===== src/rtl/irq_pkg.sv =====
package irq_pkg;

    localparam int NLVL = 16;
    localparam int LVLW = $clog2(NLVL);
    localparam int NUSR = 6;
    localparam int NIO  = 2;

    typedef logic [NLVL-1:0] lvl_vec_t;

    // Levels that only the core's own machine events may raise.
    localparam lvl_vec_t INTERNAL_ONLY = 16'h02FA;
    localparam int       PWR_LVL       = 0;

    typedef struct packed {
        logic            valid;
        logic [LVLW-1:0] lvl;
    } irq_sel_t;

    function automatic int usr_lvl(input int idx);
        case (idx)
            0:       return 2;
            1:       return 8;
            2:       return 10;
            3:       return 11;
            4:       return 13;
            default: return 15;
        endcase
    endfunction

    function automatic int io_lvl(input int idx);
        return (idx == 0) ? 12 : 14;
    endfunction

endpackage


===== src/rtl/irq_sample.sv =====
module irq_sample
    import irq_pkg::*;
(
    input  logic            clk,
    input  logic            rst,
    input  logic            sync_n,
    input  logic            pwr_dn_n,
    input  logic [NUSR-1:0] usr_req_n,
    input  logic [NIO-1:0]  io_req_n,
    output lvl_vec_t        cap_vec
);

    logic     sync_q;
    logic     fall;
    lvl_vec_t pin_vec;

    // The strobe is held as low across reset, so a strobe that is already low
    // when reset ends does not count as an edge.
    always_ff @(posedge clk) begin
        if (rst) sync_q <= 1'b0;
        else     sync_q <= sync_n;
    end

    assign fall = sync_q & ~sync_n;

    always_comb begin
        pin_vec          = '0;
        pin_vec[PWR_LVL] = ~pwr_dn_n;
        for (int i = 0; i < NUSR; i++) begin
            pin_vec[usr_lvl(i)] = ~usr_req_n[i];
        end
        for (int j = 0; j < NIO; j++) begin
            pin_vec[io_lvl(j)] = ~io_req_n[j];
        end
    end

    assign cap_vec = fall ? pin_vec : '0;

endmodule


===== src/rtl/irq_pend_reg.sv =====
module irq_pend_reg
    import irq_pkg::*;
(
    input  logic     clk,
    input  logic     rst,
    input  lvl_vec_t set_vec,
    input  lvl_vec_t clr_vec,
    output lvl_vec_t pend
);

    // A set request wins over a clear request for the same bit.
    always_ff @(posedge clk) begin
        if (rst) pend <= '0;
        else     pend <= (pend & ~clr_vec) | set_vec;
    end

endmodule


===== src/rtl/irq_prio_enc.sv =====
module irq_prio_enc
    import irq_pkg::*;
(
    input  lvl_vec_t pend,
    input  lvl_vec_t lvl_mask,
    input  logic     glb_en,
    output irq_sel_t sel
);

    lvl_vec_t allow;

    always_comb begin
        allow          = glb_en ? lvl_mask : '0;
        allow[PWR_LVL] = 1'b1;
    end

    // The scan runs from the highest level down, so the lowest-numbered
    // allowed level is the last one written and wins.
    always_comb begin
        sel = '0;
        for (int i = NLVL - 1; i >= 0; i--) begin
            if (pend[i] && allow[i]) begin
                sel.valid = 1'b1;
                sel.lvl   = i[LVLW-1:0];
            end
        end
    end

endmodule


===== src/rtl/irq_pend_core.sv =====
module irq_pend_core
    import irq_pkg::*;
(
    input  logic             clk,
    input  logic             rst,
    input  logic             sync_n,
    input  logic             pwr_dn_n,
    input  logic [NUSR-1:0]  usr_req_n,
    input  logic [NIO-1:0]   io_req_n,
    input  logic [NLVL-1:0]  int_set,
    input  logic [NLVL-1:0]  lvl_mask,
    input  logic             glb_en,
    input  logic             clr_stb,
    input  logic [NLVL-1:0]  clr_bits,
    output logic [NLVL-1:0]  pend,
    output logic             irq_valid,
    output logic [LVLW-1:0]  irq_level
);

    lvl_vec_t cap_vec;
    lvl_vec_t set_vec;
    lvl_vec_t clr_vec;
    irq_sel_t sel;

    irq_sample u_sample (
        .clk       (clk),
        .rst       (rst),
        .sync_n    (sync_n),
        .pwr_dn_n  (pwr_dn_n),
        .usr_req_n (usr_req_n),
        .io_req_n  (io_req_n),
        .cap_vec   (cap_vec)
    );

    assign set_vec = cap_vec | (int_set & INTERNAL_ONLY);
    assign clr_vec = clr_stb ? clr_bits : '0;

    irq_pend_reg u_pend (
        .clk     (clk),
        .rst     (rst),
        .set_vec (set_vec),
        .clr_vec (clr_vec),
        .pend    (pend)
    );

    irq_prio_enc u_enc (
        .pend     (pend),
        .lvl_mask (lvl_mask),
        .glb_en   (glb_en),
        .sel      (sel)
    );

    assign irq_valid = sel.valid;
    assign irq_level = sel.lvl;

endmodule


===== config.mk =====
export PLATFORM = sky130hd
export DESIGN_NAME = irq_pend_core
export DESIGN_NICKNAME = d
export VERILOG_FILES = /design/src/rtl/irq_pkg.sv /design/src/rtl/irq_sample.sv /design/src/rtl/irq_pend_reg.sv /design/src/rtl/irq_prio_enc.sv /design/src/rtl/irq_pend_core.sv
export SDC_FILE = /design/constraint.sdc
export NUM_CORES = 1
export LEC_CHECK = 0
export ABC_AREA = 1
export BUFFER_PORTS_ARGS = -buffer_cell sky130_fd_sc_hd__buf_2
export CAP_MARGIN = 5
export CELL_PAD_IN_SITES_DETAIL_PLACEMENT = 1
export CELL_PAD_IN_SITES_GLOBAL_PLACEMENT = 2
export CORE_ASPECT_RATIO = 1.4
export CORE_MARGIN = 10
export CORE_UTILIZATION = 20
export CTS_CLUSTER_DIAMETER = 100
export CTS_CLUSTER_SIZE = 8
export DETAILED_ROUTE_END_ITERATION = 12
export MAX_ROUTING_LAYER = met4
export PLACE_DENSITY = 0.85
export SLEW_MARGIN = 40
export SYNTH_ARGS = -nofsm -noshare
export SYNTH_HDL_FRONTEND = slang
export SYNTH_HIERARCHICAL = 1
export SYNTH_SLANG_ARGS = --single-unit

===== constraint.sdc =====
create_clock -name clk -period 2.1 [get_ports clk]
set_clock_uncertainty 0.15 [all_clocks]
set_input_delay 0.42 -clock clk [delete_from_list [all_inputs] [get_ports clk]]
set_output_delay 0.42 -clock clk [all_outputs]
set_load 0.01 [all_outputs]

==> results of run 1 <==
## cells by family (layout without fill, tap and decap cells)
group	after synthesis	count (layout)	synth area share, %
DFF	17	17	25.9
and+or+nand+nor	94	94	32.7
buffers and inverters	81	158	28.8
AOI/OAI and AO/OA	21	21	12.3
other	1	7	0.285
## stage by stage
stage | setup TNS [ns] | worst slack [ns]
after floorplan | 0 | 0.210
after global placement | -0.137 | -0.0989
after detailed placement | -0.198 | -0.133
after CTS | -0.277 | -0.167
after global routing | -0.916 | -0.399
final | -0.320 | -0.202
## flip-flops by register name (all words and copies together), names as in the netlist
signal / count
u_pend/pend: 16
u_sample/sync_q: 1
## layout by cell type (no fill, tap or decap), types with 2 or more instances in the layout
master / count
a21oi_2: 10
buf_4: 11
nand3_1: 10
a21oi_1: 7
inv_2: 2
buf_6: 2
conb_1: 7
nand2_1: 52
dfxtp_2: 2
dfxtp_1: 15
nand2_2: 8
nor2_4: 2
nand3_2: 5
nor2_1: 11
clkbuf_8: 3
inv_1: 66
buf_2: 71
## what timing repair did
item | CTS | global route
resized for setup | 9 | 9
pin swaps | 3 | 4
hold buffers | 0 | 0
setup endpoints to repair | 3 | 5
endpoints found under the hold margin | 0 | 0
buffers inserted | 1 | 0
## per-layer routing
metal	track usage (%)	vias up	wire length, um	share of wire, %
li1	-	766	-	-
met1	8.52	637	1710	39
met2	17.1	41	2290	52
met3	2.39	2	352	8.0
met4	3.89	0	54	1.2
met5	-	-	0	0
## layout make-up
class	instances	area (um^2)
tap	72	90.1
sequential	17	343
inverter	69	262
multi-input combinational	122	659
timing repair buffer	85	468
fill	855	4430
clock inverter	1	5.00
clock buffer	3	41.3
## cell usage after synthesis
cell | number | area, um^2
a21oi_4 | 1 | 16.3
nor2_1 | 13 | 48.8
nand2_1 | 54 | 203
inv_2 | 1 | 3.75
nand4_1 | 1 | 6.26
nand2_2 | 6 | 37.5
buf_4 | 7 | 52.6
buf_2 | 1 | 5.00
inv_1 | 67 | 251
buf_12 | 2 | 40.0
nand3_4 | 1 | 17.5
nor3_1 | 2 | 10.0
nor2_2 | 1 | 6.26
buf_6 | 2 | 22.5
o21bai_1 | 1 | 7.51
dfxtp_1 | 17 | 340
nand2_4 | 1 | 11.3
a31oi_1 | 1 | 6.26
a21oi_2 | 10 | 87.6
nand3_1 | 12 | 60.1
nand3_2 | 3 | 30.0
conb_1 | 1 | 3.75
a31o_1 | 1 | 8.76
clkinv_1 | 1 | 3.75
a21oi_1 | 7 | 35.0
## worst max path at each step
| stage | startpoint | endpoint | cells past startpoint |
|---|---|---|---|
| 2_1_floorplan | u_pend/pend[15] | irq_level[0] | 16 |
| 6_report | glb_en | irq_level[1] | 13 |
| 3_3_place_gp | glb_en | irq_level[0] | 18 |
| 4_1_cts | u_pend/pend[15] | irq_level[0] | 17 |
| 3_5_place_dp | glb_en | irq_level[0] | 18 |
| 5_1_grt | u_pend/pend[15] | irq_level[0] | 17 |
## power groups by stage
stage / logic, mW / registers (mW) / clock network [mW]
after global routing: 0.264 / 0.355 / 0.291
after global placement: 0.222 / 0.360 / 0
after detailed placement: 0.227 / 0.360 / 0
after CTS: 0.230 / 0.352 / 0.278
after floorplan: 0.129 / 0.364 / 0
final: 0.230 / 0.352 / 0.256
## worst max-delay path: stages
cell and delay (ns):
clkbuf_4 0.15, nand2_2 0.09, nor2_4 0.04, buf_4 0.12
buf_6 0.10, inv_2 0.04, nand2_2 0.06, nand2_1 0.06
nand3_1 0.07, a31o_1 0.23, a31oi_1 0.16, nor2_1 0.06
buf_2 0.14
==> results.py, run 1 <==
metrics = {
    "pwr": {
        "switchingPower_uw": 261,
        "peakVddDrop_mv": 0.171,
        "pwr-share-comb_pct": 27.4,
        "cellLeakagePower_nw": 1.13,
        "internal_power_uw": 577,
        "switching_share_pct": 31.1,
        "clkPwrFrac_pct": 30.5,
        "pwr_density_cell_mw_per_mm2": 448,
        "seq_power_share_pct": 42.1,
        "power_uw": 838,
    },
    "finish": {
        "diodes": 0,
        "layout.nets": 360,
        "layout-drive-gt1-share_pct": 41.8,
        "fin_cells": 369,
        "postLayoutCoreUtil_pct": 29.7,
        "fin_area_mm2": 0.00187,
        "area_growth_syn_to_layout_pct": 42.1,
    },
    "place": {
        "portBuffers": 72,
        "post-place-cells": 364,
        "routabilityCongestion": 0.792,
        "placed_area_mm2": 0.00176,
        "dpl.hpwl_mm": 3.80,
    },
    "setup_path": {
        "worstPathRequired_ns": 1.53,
        "r2r_cells": 4,
        "crit_path_start_kind": "input pin",
        "worst-path-max-fanout": 7,
        "cp.arrival_ns": 1.73,
        "worstSetupPathType": "input pin to primary output",
        "timing.rr.end": "u_pend/pend[2]",
        "reg2reg_from": "u_sample/sync_q",
        "critPathCaptureType": "primary output",
        "regToRegSetupSlack_ns": 1.08,
    },
    "sta": {
        "whs_ns": 0.235,
        "hold_viol_final": 0,
        "max_freq_mhz": 434,
        "setup_ws_ns": -0.202,
        "finalSetupViolations": 3,
        "rsz0062_at_grt": "true",
        "period_share_pct": 110,
        "finalMaxSlewViolations": 0,
        "min_period_ns": 2.30,
    },
    "detailed_routing": {
        "drc": 0,
        "ant_nets": 0,
        "vias": 1446,
        "wl_per_cell_um": 12.0,
        "drt_iter0_markers": 18,
        "wl_mm": 4.41,
        "firstDrtPassIters": 3,
        "routed_via_density": 3.92,
    },
    "cts": {
        "htree_levels": 1,
        "clk-insertion-delay-late_ns": 0.26,
        "tritoncts": "built",
        "clockBufferDepth": 2,
        "cts.sinks": 17,
        "path_clk_slew_ns": 0.08,
        "root_buffer": "clkbuf_8",
        "cts_buffers": 3,
    },
    "synth": {
        "synthCells": 214,
        "synth-seq-cells": 17,
        "yosysWarnings": 6,
        "syn-cell-area_mm2": 0.00132,
        "avgSynthCellArea_um2": 6.14,
        "ys_seq_area_share_pct": 25.9,
        "synthDistinctLibCells": 25,
    },
    "grt": {
        "grt_max_degree": 18,
        "first_global_vias": 1620,
        "grt-ovfl-total": 0,
        "antenna_found_initial": 0,
        "grt_use_total_pct": 9.15,
        "grt_pass1_wl_mm": 7.18,
    },
    "floorplanning": {
        "core-area_mm2": 0.00630,
        "fp.dieH_um": 116,
        "start_util_pct": 20.9,
        "die-area_mm2": 0.0103,
        "die_x_um": 88.5,
        "fp-row-count": 34,
        "io_pins": 83,
    },
    "worst_hold_path": {
        "min_from": "sync_n",
        "hold_depth": 3,
        "hp-class": "input pin to flip-flop",
        "min_to": "u_sample/sync_q",
    },
    "outcome": {
        "outcome": "finished, violations left",
        "violations": "setup timing",
    },
    "job": {
        "cap_violations": 0,
    },
}
Power figures use the tool's default switching activity.
==> run 2: changes to the inputs <==
Settings changed: CORE_UTILIZATION 20 to 16, PLACE_DENSITY 0.85 to 0.83, SYNTH_HIERARCHICAL 1 to default.
==> results.py, run 2 <==
metrics = {
    "outcome": {
        "outcome": "finished, violations left",
        "violations": "setup timing",
    },
    "sta": {
        "relSlewSlack_pct": 56.3,
        "setup_ws_ns": -0.168,
        "finalSetupViolations": 2,
        "rsz0062_at_grt": "true",
        "max_freq_mhz": 441,
        "min_period_ns": 2.27,
        "tns_ns": -0.308,
        "finalMaxSlewViolations": 0,
        "tightest_slew_ns": 0.653,
        "period_share_pct": 108,
        "hold_viol_final": 0,
    },
    "grt": {
        "grt-ovfl-total": 0,
        "first_global_vias": 1425,
        "grt_pass1_wl_mm": 6.76,
        "antenna_found_initial": 0,
        "grt_use_total_pct": 9.20,
        "grt_max_degree": 18,
    },
    "detailed_routing": {
        "firstDrtPassIters": 4,
        "drc": 0,
        "drt_iter0_markers": 44,
        "vias": 1265,
        "wl_per_cell_um": 14.1,
        "wl_mm": 4.31,
        "ant_nets": 0,
        "routed_via_density": 4.13,
    },
    "synth": {
        "yosysWarnings": 0,
        "synth_fp_nets": 209,
        "syn-cell-area_um2": 920,
        "synth-edff-count": 0,
        "synth_most_common_cell": "nand2_1",
        "synthCells": 147,
        "synthDistinctLibCells": 19,
        "ys_seq_area_share_pct": 37.0,
        "yosys_most_used_dff": "dfxtp_1",
        "synth-seq-cells": 17,
        "synth.area.top_cells": "dfxtp_1, nand2_1, a21oi_1, nand3_1, inv_1",
        "synth_top_cells_by_count": "nand2_1, a21oi_1, dfxtp_1",
        "avgSynthCellArea_um2": 6.26,
        "synth_top_area_share_pct": 37.0,
        "ys_async_sr_fraction_pct": 0,
        "synth_area_leader_cell": "dfxtp_1",
    },
    "finish": {
        "diodes": 0,
        "layout-drive-gt1-share_pct": 49.6,
        "layout.nets": 301,
        "area_growth_syn_to_layout_pct": 83.4,
        "largest-register": "u_pend.pend",
        "fin_area_mm2": 0.00169,
        "fillers": 730,
        "final_common_cell": "buf_2",
        "final_cell_mix": "buf_2, nand2_1, a21oi_1",
        "reg_top3": "u_pend.pend (16), u_sample.sync_q (1)",
        "postLayoutCoreUtil_pct": 30.3,
        "largest_register_ffs": 16,
    },
    "floorplanning": {
        "fp-row-count": 32,
        "fp.dieH_um": 110,
        "io_pins": 83,
        "core-area_mm2": 0.00557,
        "die-area_mm2": 0.00922,
        "die_x_um": 84.1,
        "start_util_pct": 16.5,
    },
    "setup_path": {
        "worst-path-max-fanout": 2,
        "cp_top_family": "buffers and inverters",
        "critPathBufInv": 5,
        "slowest_delay_ns": 0.34,
        "worstPathRequired_ns": 1.53,
        "crit_path_cell_trace": "clkinv_4, nor2_4, buf_4, buf_6, inv_2, nand2_2, nand2_2, nand3_2, a31o_1, a31oi_1, nor2_1, buf_2",
        "crit_slowest_cell": "dfxtp_2",
        "crit_path_start_kind": "flip-flop",
        "regToRegSetupSlack_ns": 0.79,
        "worstSetupPathType": "flip-flop to primary output",
        "critPathCaptureType": "primary output",
        "cp.arrival_ns": 1.70,
        "cp_common_cell": "nand2_2",
    },
    "place": {
        "portBuffers": 72,
        "placed_area_mm2": 0.00147,
        "routabilityCongestion": 0.685,
        "dpl.hpwl_mm": 3.58,
    },
    "cts": {
        "cts_hold_buf": 0,
        "tritoncts": "built",
        "cts.sinks": 17,
        "path_clk_slew_ns": 0.07,
        "htree_levels": 1,
        "clk-insertion-delay-late_ns": 0.25,
        "cts_buffers": 3,
        "root_buffer": "clkbuf_8",
        "clockBufferDepth": 2,
    },
    "pwr": {
        "pwr_density_cell_mw_per_mm2": 483,
        "peakVddDrop_mv": 0.255,
        "cellLeakagePower_nw": 0.912,
    },
    "worst_hold_path": {
        "hp-class": "input pin to flip-flop",
    },
    "job": {
        "cap_violations": 0,
    },
}
## run 2: cell count changes after synthesis, sizes merged
cell,delta
conb,-1
nand2,-6
buf,-11
inv,-52
clkbuf,+4
nor2,-1
## run 2: where the power goes
| group | leakage [nW] | internal, mW | switching (mW) |
|---|---|---|---|
| clock | 0.0255 | 0.132 | 0.119 |
| sequential | 0.141 | 0.338 | 0.0135 |
| combinational | 0.746 | 0.106 | 0.106 |
## run 2: worst register-to-register path, cell delays in order (launching register included)
cell	delay [ns]
dfxtp_1	0.31
inv_1	0.03
nor2_1	0.49
nand2_1	0.12
a21oi_1	0.14
## run 2: cell families (layout without fill, tap and decap cells)
kind of cell	after synthesis	count (layout)	share of synthesized area, %
AND/OR/NAND/NOR	87	87	41.2
AO/OA/AOI/OAI	21	21	12.7
flip-flops	17	17	37.0
buffers and inverters	22	113	9.11
## run 2: stage by stage
step	worst slack, ns	hold WS (ns)	std cells	power (mW)
6_report	-0.168	0.221	306	0.814
5_1_grt	-0.417	0.231	306	0.873
4_1_cts	-0.182	0.219	303	0.815
3_5_place_dp	-0.124	0.319	299	0.552
3_3_place_gp	-0.111	0.319	299	0.546
2_1_floorplan	0.209	0.349	147	0.440
## run 2: what timing repair did
item | 4_1_cts | 5_1_grt
pin swaps | 1 | 9
setup buffers | 0 | 2
cloned | 0 | 1
resized for setup | 9 | 26
hold endpoints to repair | 0 | 0
setup endpoints to repair | 4 | 5
## run 2: final timing paths
kind	from	endpoint	depth (start not counted)
max	u_pend.pend[15]	irq_level[1]	12
min	int_set[7]	u_pend.pend[7]	3
max reg2reg	u_sample.sync_q	u_pend.pend[10]	4
min reg2reg	u_pend.pend[13]	u_pend.pend[13]	2
## run 2: layout make-up
type / instances / area, um^2 / area share (%)
Multi-Input combinational cell: 108 / 574 / 34.1
Timing Repair Buffer: 92 / 569 / 33.8
Sequential cell: 17 / 343 / 20.3
Tap cell: 68 / 85.1 / 5.04
Inverter: 17 / 68.8 / 4.08
Clock buffer: 3 / 41.3 / 2.45
Clock inverter: 1 / 5.00 / 0.297
## run 2: routing by layer
layer	routed length (um)	up-vias	global-route usage [%]
met4	21	0	2.16
met2	2350	34	17.4
met3	216	2	2.07
li1	-	645	-
met1	1720	584	9.41
met5	0	-	-
